`config.mk`:
```
export PLATFORM = sky130hd
export DESIGN_NAME = lp_wake_debounce
export DESIGN_NICKNAME = d
export VERILOG_FILES = /design/src/rtl/wkdb_pkg.sv /design/src/rtl/wkdb_sync.sv /design/src/rtl/wkdb_pin_qual.sv /design/src/rtl/wkdb_evt_merge.sv /design/src/rtl/lp_wake_debounce.sv
export SDC_FILE = /design/constraint.sdc
export NUM_CORES = 1
export LEC_CHECK = 0
export ABC_AREA = 1
export CORE_MARGIN = 5
export CORE_UTILIZATION = 45
export DETAILED_ROUTE_END_ITERATION = 7
export DONT_BUFFER_PORTS = 1
export SYNTH_ARGS = -nofsm -noshare
export SYNTH_HDL_FRONTEND = slang
export SYNTH_SLANG_ARGS = --single-unit
```
`constraint.sdc`:
```
create_clock -name clk -period 1.5 [get_ports clk]
set_input_delay 0.075 -clock clk [delete_from_list [all_inputs] [get_ports clk]]
set_output_delay 0.075 -clock clk [all_outputs]
set_load 0.02 [all_outputs]
```
`src/rtl/wkdb_pkg.sv`:
```
package wkdb_pkg;

   // Qualifier state per pin
   typedef enum logic [1:0] {
      QS_IDLE = 2'd0,
      QS_RUN  = 2'd1,
      QS_DONE = 2'd2
   } qual_state_e;

   // Number of reference periods demanded by a select value
   function automatic int unsigned hold_periods(input int unsigned sel);
      return sel + 1;
   endfunction

endpackage

```
`src/rtl/wkdb_sync.sv`:
```
module wkdb_sync #(
   parameter int unsigned STAGES = 2
) (
   input  logic clk,
   input  logic rst_n,
   input  logic d_async,
   output logic q_sync
);

   if (STAGES > 4) begin : g_bad_stages
      $error("wkdb_sync: STAGES must be at most 4");
   end

   if (STAGES == 0) begin : g_bypass
      assign q_sync = d_async;
   end else begin : g_chain
      logic [STAGES-1:0] ff_q;
      always_ff @(posedge clk or negedge rst_n) begin
         if (!rst_n) begin
            ff_q <= '0;
         end else if (STAGES == 1) begin
            ff_q <= d_async;
         end else begin
            ff_q <= {ff_q[STAGES-2:0], d_async};
         end
      end
      assign q_sync = ff_q[STAGES-1];
   end

endmodule

```
`src/rtl/wkdb_pin_qual.sv`:
```
module wkdb_pin_qual
   import wkdb_pkg::*;
#(
   parameter int unsigned SEL_W = 3
) (
   input  logic             clk,
   input  logic             rst_n,
   input  logic             pin_s,
   input  logic             pin_en,
   input  logic             ref_tick,
   input  logic [SEL_W-1:0] period_sel,
   output logic             hit,
   output logic             qualified
);

   localparam int unsigned CNT_W = SEL_W + 1;

   qual_state_e      state_q, state_d;
   logic [CNT_W-1:0] cnt_q, cnt_d;
   logic             armed;

   assign armed = pin_s & pin_en & (period_sel != '0);

   always_comb begin
      state_d = state_q;
      cnt_d   = cnt_q;
      hit     = 1'b0;
      if (!armed) begin
         state_d = QS_IDLE;
         cnt_d   = '0;
      end else begin
         unique case (state_q)
            QS_IDLE, QS_RUN: begin
               if (ref_tick) begin
                  if (cnt_q >= {1'b0, period_sel}) begin
                     hit     = 1'b1;
                     state_d = QS_DONE;
                  end else begin
                     cnt_d   = cnt_q + 1'b1;
                     state_d = QS_RUN;
                  end
               end
            end
            QS_DONE: begin
               state_d = QS_DONE;
            end
            default: begin
               state_d = QS_IDLE;
               cnt_d   = '0;
            end
         endcase
      end
   end

   always_ff @(posedge clk or negedge rst_n) begin
      if (!rst_n) begin
         state_q <= QS_IDLE;
         cnt_q   <= '0;
      end else begin
         state_q <= state_d;
         cnt_q   <= cnt_d;
      end
   end

   assign qualified = (state_q == QS_DONE);

endmodule

```
`src/rtl/wkdb_evt_merge.sv`:
```
module wkdb_evt_merge #(
   parameter int unsigned NUM_PINS = 2
) (
   input  logic                clk,
   input  logic                rst_n,
   input  logic [NUM_PINS-1:0] hit_vec,
   input  logic [NUM_PINS-1:0] qual_vec,
   input  logic                erase_en,
   output logic                wake_req,
   output logic [NUM_PINS-1:0] evt_flag,
   output logic                erase_pulse
);

   logic erase_q;

   always_ff @(posedge clk or negedge rst_n) begin
      if (!rst_n) begin
         erase_q <= 1'b0;
      end else begin
         erase_q <= erase_en & (|hit_vec);
      end
   end

   assign evt_flag    = qual_vec;
   assign wake_req    = |qual_vec;
   assign erase_pulse = erase_q;

endmodule

```
`src/rtl/lp_wake_debounce.sv`:
```
module lp_wake_debounce #(
   parameter int unsigned NUM_PINS    = 2,
   parameter int unsigned SEL_W       = 3,
   parameter int unsigned SYNC_STAGES = 2
) (
   input  logic                clk,
   input  logic                rst_n,
   input  logic                ref_tick,
   input  logic [NUM_PINS-1:0] pin_raw,
   input  logic [SEL_W-1:0]    period_sel,
   input  logic [NUM_PINS-1:0] pin_en,
   input  logic                erase_on_evt,
   output logic                wake_req,
   output logic [NUM_PINS-1:0] evt_flag,
   output logic                erase_pulse
);

   if (NUM_PINS < 1) begin : g_bad_pins
      $error("lp_wake_debounce: NUM_PINS must be at least 1");
   end
   if (SEL_W < 1 || SEL_W > 8) begin : g_bad_sel
      $error("lp_wake_debounce: SEL_W must be in 1..8");
   end

   logic [NUM_PINS-1:0] pin_s;
   logic [NUM_PINS-1:0] hit_vec;
   logic [NUM_PINS-1:0] qual_vec;

   for (genvar g = 0; g < NUM_PINS; g++) begin : g_pin
      wkdb_sync #(
         .STAGES (SYNC_STAGES)
      ) i_sync (
         .clk     (clk),
         .rst_n   (rst_n),
         .d_async (pin_raw[g]),
         .q_sync  (pin_s[g])
      );

      wkdb_pin_qual #(
         .SEL_W (SEL_W)
      ) i_qual (
         .clk        (clk),
         .rst_n      (rst_n),
         .pin_s      (pin_s[g]),
         .pin_en     (pin_en[g]),
         .ref_tick   (ref_tick),
         .period_sel (period_sel),
         .hit        (hit_vec[g]),
         .qualified  (qual_vec[g])
      );
   end

   wkdb_evt_merge #(
      .NUM_PINS (NUM_PINS)
   ) i_merge (
      .clk         (clk),
      .rst_n       (rst_n),
      .hit_vec     (hit_vec),
      .qual_vec    (qual_vec),
      .erase_en    (erase_on_evt),
      .wake_req    (wake_req),
      .evt_flag    (evt_flag),
      .erase_pulse (erase_pulse)
   );

endmodule

```
-- After elaboration in Yosys (flattened, before gate mapping)
Cells that the tools add are included.
- register bits: 17
- output and inout bits: 4
- word-level logic and storage cells: 59
- add/sub/neg operators: 2
- order comparisons: 2
- equal/unequal tests: 10
- multiplexer cells: 24
- bitwise gates (word level): 5
- reduce and logical (&&, ||, !) cells: 9
- operators with widths (kind ; number):
    two-way mux 4 bit ; 6
    case mux 4 bit (2 select lines) ; 2
    two-way mux 2 bit ; 6
    inequality test 3 bit (second input constant) ; 4
    adder 4 x 1 -> 4 bit (second input constant) ; 2
    greater-or-equal comparator 4 x 3 -> 1 bit ; 2
    two-way mux 1 bit ; 8
    case mux 2 bit (2 select lines) ; 2
    OR reduction 2 bit ; 4
    AND reduction 3 bit ; 2
    bitwise AND 1 bit ; 5
    equality test 2 x 1 -> 1 bit (second input constant) ; 2
    equality test 2 bit (second input constant) ; 2
    zero test 2 bit ; 2
    inequality test 2 bit (second input constant) ; 2
    nonzero test 3 bit ; 1

-- Longest topological paths before layout
- depth after elaboration: 7
- depth in mapped cells: 11
- depth with buffers taken out: 11

-- By module
Synthesis repeated with hierarchy kept, for this count alone.
- cells, all modules: 141
- area total of the unflattened synthesis: 1153.6 um^2
- by module, submodules not included (module ; instances ; cells an instance ; area an instance (um^2) ; seq. area each (um^2)):
    wkdb_pin_qual ; 2 ; 65 ; 498.0 ; 150.1
    wkdb_sync ; 2 ; 2 ; 50.0 ; 50.0
    wkdb_evt_merge ; 1 ; 7 ; 57.6 ; 25.0

-- Least setup slack after synthesis
Ideal clock, no wire load.
- kind: register -> register
- start point: reg g_pin[0].i_qual.cnt_q[1]
- end point: reg g_pin[0].i_qual.cnt_q[2]
- library setup time: 0.117 ns
- arrival time: 1.206 ns
- required time: 1.383 ns
- slack: 0.178 ns
- stages on the path, launching flop included: 10
- path buffers: 0
- clock period less this slack: 1.322 ns
- cell sequence: dfrtp_1 ha_1 nand2_1 nand2_1 nand2_1 nand3_2 nand2_2 nand3_2 nand2_1 nand2_1
- word-level cells in the longest chain between the ends: 5
- ends and longest elaborated chain (element ; line ; text):
    from (decl) ; wkdb_pin_qual.sv:19 ; logic [CNT_W-1:0] cnt_q, cnt_d;
    from (signal assigned) ; wkdb_pin_qual.sv:61 ; cnt_q <= cnt_d;
    adder 4 x 1 -> 4 bit ; wkdb_pin_qual.sv:39 ; cnt_d = cnt_q + 1'b1;
    two-way mux 4 bit ; wkdb_pin_qual.sv:35 ; if (cnt_q >= {1'b0, period_sel}) begin
    two-way mux 4 bit ; wkdb_pin_qual.sv:34 ; if (ref_tick) begin
    case mux 4 bit (2 select lines) ; wkdb_pin_qual.sv:32 ; unique case (state_q)
    two-way mux 4 bit ; wkdb_pin_qual.sv:28 ; if (!armed) begin
Parallel ways exist; a longest one is shown, timed or not. The select of a mux whose other input is x is not followed.
A chain may end at the register's enable or synchronous reset.

-- Worst setup path in the final report
- start point: reg g_pin[1].i_qual.cnt_q[2]
- end point: reg i_merge.erase_q, in the netlist i_merge.erase_pulse
- word-level cells in the longest chain between the ends: 7
- ends and longest elaborated chain (element ; line ; text):
    from (decl) ; wkdb_pin_qual.sv:19 ;
    from (signal assigned) ; wkdb_pin_qual.sv:61 ;
    greater-or-equal comparator 4 x 3 -> 1 bit ; wkdb_pin_qual.sv:35 ;
    two-way mux 1 bit ; wkdb_pin_qual.sv:35 ;
    two-way mux 1 bit ; wkdb_pin_qual.sv:34 ;
    two-way mux 1 bit ; wkdb_pin_qual.sv:32 ;
    two-way mux 1 bit ; wkdb_pin_qual.sv:28 ;
    OR reduction 2 bit ; wkdb_evt_merge.sv:20 ; erase_q <= erase_en & (|hit_vec);
    bitwise AND 1 bit ; wkdb_evt_merge.sv:20 ;
    to (signal assigned) ; wkdb_evt_merge.sv:20 ;
    to (decl) ; wkdb_evt_merge.sv:14 ; logic erase_q;
Every way passes these cells.

==> metrics.txt <==
status finished clean; FF-to-FF path depth 8; TritonCTS Buffers 3; fraction of layout cells with a size suffix above 1 a little under a quarter; MaxCap Viol Count 0; vias in the first global route 794; R2R Path End i_merge.erase_pulse$_DFF_PN0_; critical path class reg2reg; post-layout util 57.6%; Cell Pwr Density approximately 690 nW/um^2; Fmax achieved 695 MHz; Worst setup endpoint i_merge.erase_pulse$_DFF_PN0_; Post-DP HPWL 1.42 mm; total wire length 1.93 mm; die height ~57 um; Critical Path RT 1.72 ns; R2R setup slack 0.06 ns; IO Port Bufs 0; Worst Setup SP g_pin[1].i_qual.cnt_q[2]$_DFFE_PN0P_; initial core utilization 46.3%; initial antenna violation count 0; largest net degree at the start of global routing 18; crit-path max cell delay 0.40 ns; Netlist Area Pre-Place about 1000 um^2; maximum vdd drop roughly 0.00047 V; fill count 190; Reg area 425 um^2; overall routing resource usage 12.5%; H-tree depth 1; syn_nets 139; WP buf/inv 2; top post-synthesis cells by area dfrtp_1 (42%), nand2_1 (13%), ha_1 (10%); crit share post-route between 90% and 100%; syn avg cell area 8.37 um^2; Synth area leader dfrtp_1; Cell Chain, Critical Path ha_1 -> inv_1 -> nor2_1 -> nand2_1 -> nand3_2 -> nand2_2 -> buf_4 -> a21oi_1; Finish-stage setup viols 0; top-area cell type share of the netlist area 42.3%; hold crit path type in2reg; Core ar. 2170 um^2; CP Launch Type flop; die width between 50 and 60 um; Post-synth ARST share 100%; critical path fanouts, max 3; r2r startpoint g_pin[1].i_qual.cnt_q[2]$_DFFE_PN0P_; Worst-Skew Late Latency 0.29 ns; min Tclk post-route 1.44 ns; DRT antenna net count 0; row cnt 17; layout net count 158; Synth Register Bits 17; area of the multi-input gates 562 um^2; area of the die between 3000 and 4000 um^2; CTS max path bufs 2; iteration count of the initial detailed-routing pass 4; number of hold violations in the final report 0; Ant. Diodes 0; Cell variety after synth 16; Worst path depth 8; initial drt markers 15; Avg Vias per Cell 4.81; GRT overflow 0; Critical Path AT 1.65 ns; CTS tree done; Post-synth EDFFs 0; Clock Sinks 17; Slew @ Worst Pin a little over 0.7 ns; Worst slew margin 51.4%; clk_skew 0.00435 ns; routed len/inst 11.6 um; fin. max-slew vios 0; Ys Warns 0; CP delay by family, top flip-flops; sequential share of the synthesized area 42.3%; DP Area 1060 um^2; clk slew on worst S/H paths 0.10 ns; most common cell in the netlist nand2_1; Pleak 0.686 nW; Finished Cell Area between 1000 and 1500 um^2; Slowest cell on crit path dfrtp_1; CTS root buf clkbuf_4; # DRC 0; Mapped Cells between 100 and 150; Sum Neg Setup Slack 0 ns; IO Pins 15; Final GP Congestion 0.770; first-pass GRT wire length around 3.2 mm; unrepaired setup endpoints after global routing true; Crit. End Element flop; top_reg_cell synth dfrtp_1; top post-synthesis cells by count nand2_1 (36), inv_1 (18), dfrtp_1 (17), ha_1 (8); Vias ~800; area grow syn2layout 24.3%
-- per-layer routing --
layer / track usage [%] / share of wire (%) / vias to the layer above
met5: 0 / 0 / -
met3: 2.71 / 4.6 / 5
met2: 22.2 / 51 / 13
li1: - / - / 412
met1: 14.0 / 42 / 369
met4: 5.96 / 2.0 / 0
-- sequential cells by signal (all words and copies together), names as in the netlist --
| name | cells |
|---|---|
| i_merge.erase_pulse | 1 |
| g_pin.i_qual.state_q | 4 |
| g_pin.i_qual.cnt_q | 8 |
| g_pin.i_sync.g_chain.ff_q | 4 |
-- worst register-to-register path, cell delays in order, from the launching register on --
cell     delay, ns
dfrtp_1       0.40
ha_1          0.29
inv_1         0.04
nor2_1        0.07
nand2_1       0.07
nand3_2       0.11
nand2_2       0.10
buf_4         0.15
a21oi_1       0.14
-- cells by family after synthesis --
kind of cell	share of synthesized area, %
flops	42.3
xor+xnor	3.49
simple gates	32.6
fa+ha+maj	9.96
buf+inv	8.22
compound gates	3.36
-- repair_timing --
| action | in CTS | in global routing |
|---|---|---|
| endpoints found under the hold margin | 22 | 0 |
| setup buffers | 0 | 6 |
| gates resized for setup | 0 | 9 |
| endpoints found under the setup margin | 0 | 8 |
| hold buffers | 5 | 0 |
-- layout make-up --
type | instances | area share (%)
timing repair buffer | 16 | 10.6
tap | 28 | 2.81
clock buffer | 4 | 2.10
sequential | 17 | 34.1
multi-input combinational | 83 | 45.0
inverter | 18 | 5.41
-- power by group --
part / internal (W) / total [W] / switching [W]
Sequential: 0.000472 / 0.000482 / 0.00000997
Clock: 0.000103 / 0.000241 / 0.000137
Combinational: 0.0000586 / 0.000143 / 0.0000847
-- worst min path at each step --
| stage | startpoint | to | slack [ns] | cells after the start |
|---|---|---|---|---|
| 2_1_floorplan | rst_n | g_pin[0].i_qual.cnt_q[0]$_DFFE_PN0P_ | -0.22 | 0 |
| 3_3_place_gp | rst_n | g_pin[0].i_qual.cnt_q[1]$_DFFE_PN0P_ | -0.22 | 0 |
| 3_5_place_dp | rst_n | g_pin[0].i_qual.cnt_q[1]$_DFFE_PN0P_ | -0.22 | 0 |
| 4_1_cts | pin_en[0] | g_pin[0].i_qual.state_q[1]$_DFFE_PN0P_ | 0.09 | 4 |
| 5_1_grt | pin_en[0] | g_pin[0].i_qual.state_q[1]$_DFFE_PN0P_ | 0.16 | 4 |
| 6_report | pin_en[0] | g_pin[0].i_qual.state_q[1]$_DFFE_PN0P_ | 0.14 | 4 |
-- placed cells by master (no fill, tap or decap) --
master | netlist | layout
nor2_4 | 4 | 4
nand3_4 | 0 | 3
nand2_2 | 7 | 6
buf_4 | 2 | 11
ha_4 | 0 | 3
nand4_1 | 2 | 2
a21oi_1 | 2 | 2
clkbuf_4 | 0 | 3
nand3_1 | 5 | 5
dlygate4sd3_1 | 0 | 5
nand3_2 | 4 | 1
a21boi_1 | 0 | 1
xor2_1 | 4 | 4
inv_2 | 0 | 1
o21ai_0 | 2 | 2
nor2_1 | 7 | 7
inv_1 | 18 | 17
ha_1 | 8 | 5
dfrtp_1 | 17 | 17
clkbuf_1 | 0 | 1
nand2_1 | 36 | 36
nand2_4 | 0 | 1
o22ai_1 | 1 | 1
-- stage by stage --
stage                     total power, W  setup WS, ns  instances  hold WS, ns
after detailed placement        0.000589        0.0496        151       -0.220
final                           0.000866        0.0621        166        0.137
after floorplan                 0.000572         0.178        120       -0.221
after global placement          0.000586        0.0613        151       -0.220
after CTS                       0.000850        0.0297        160       0.0938
after global routing            0.000911       -0.0327        166        0.159
(Power assumes the default switching activity.)
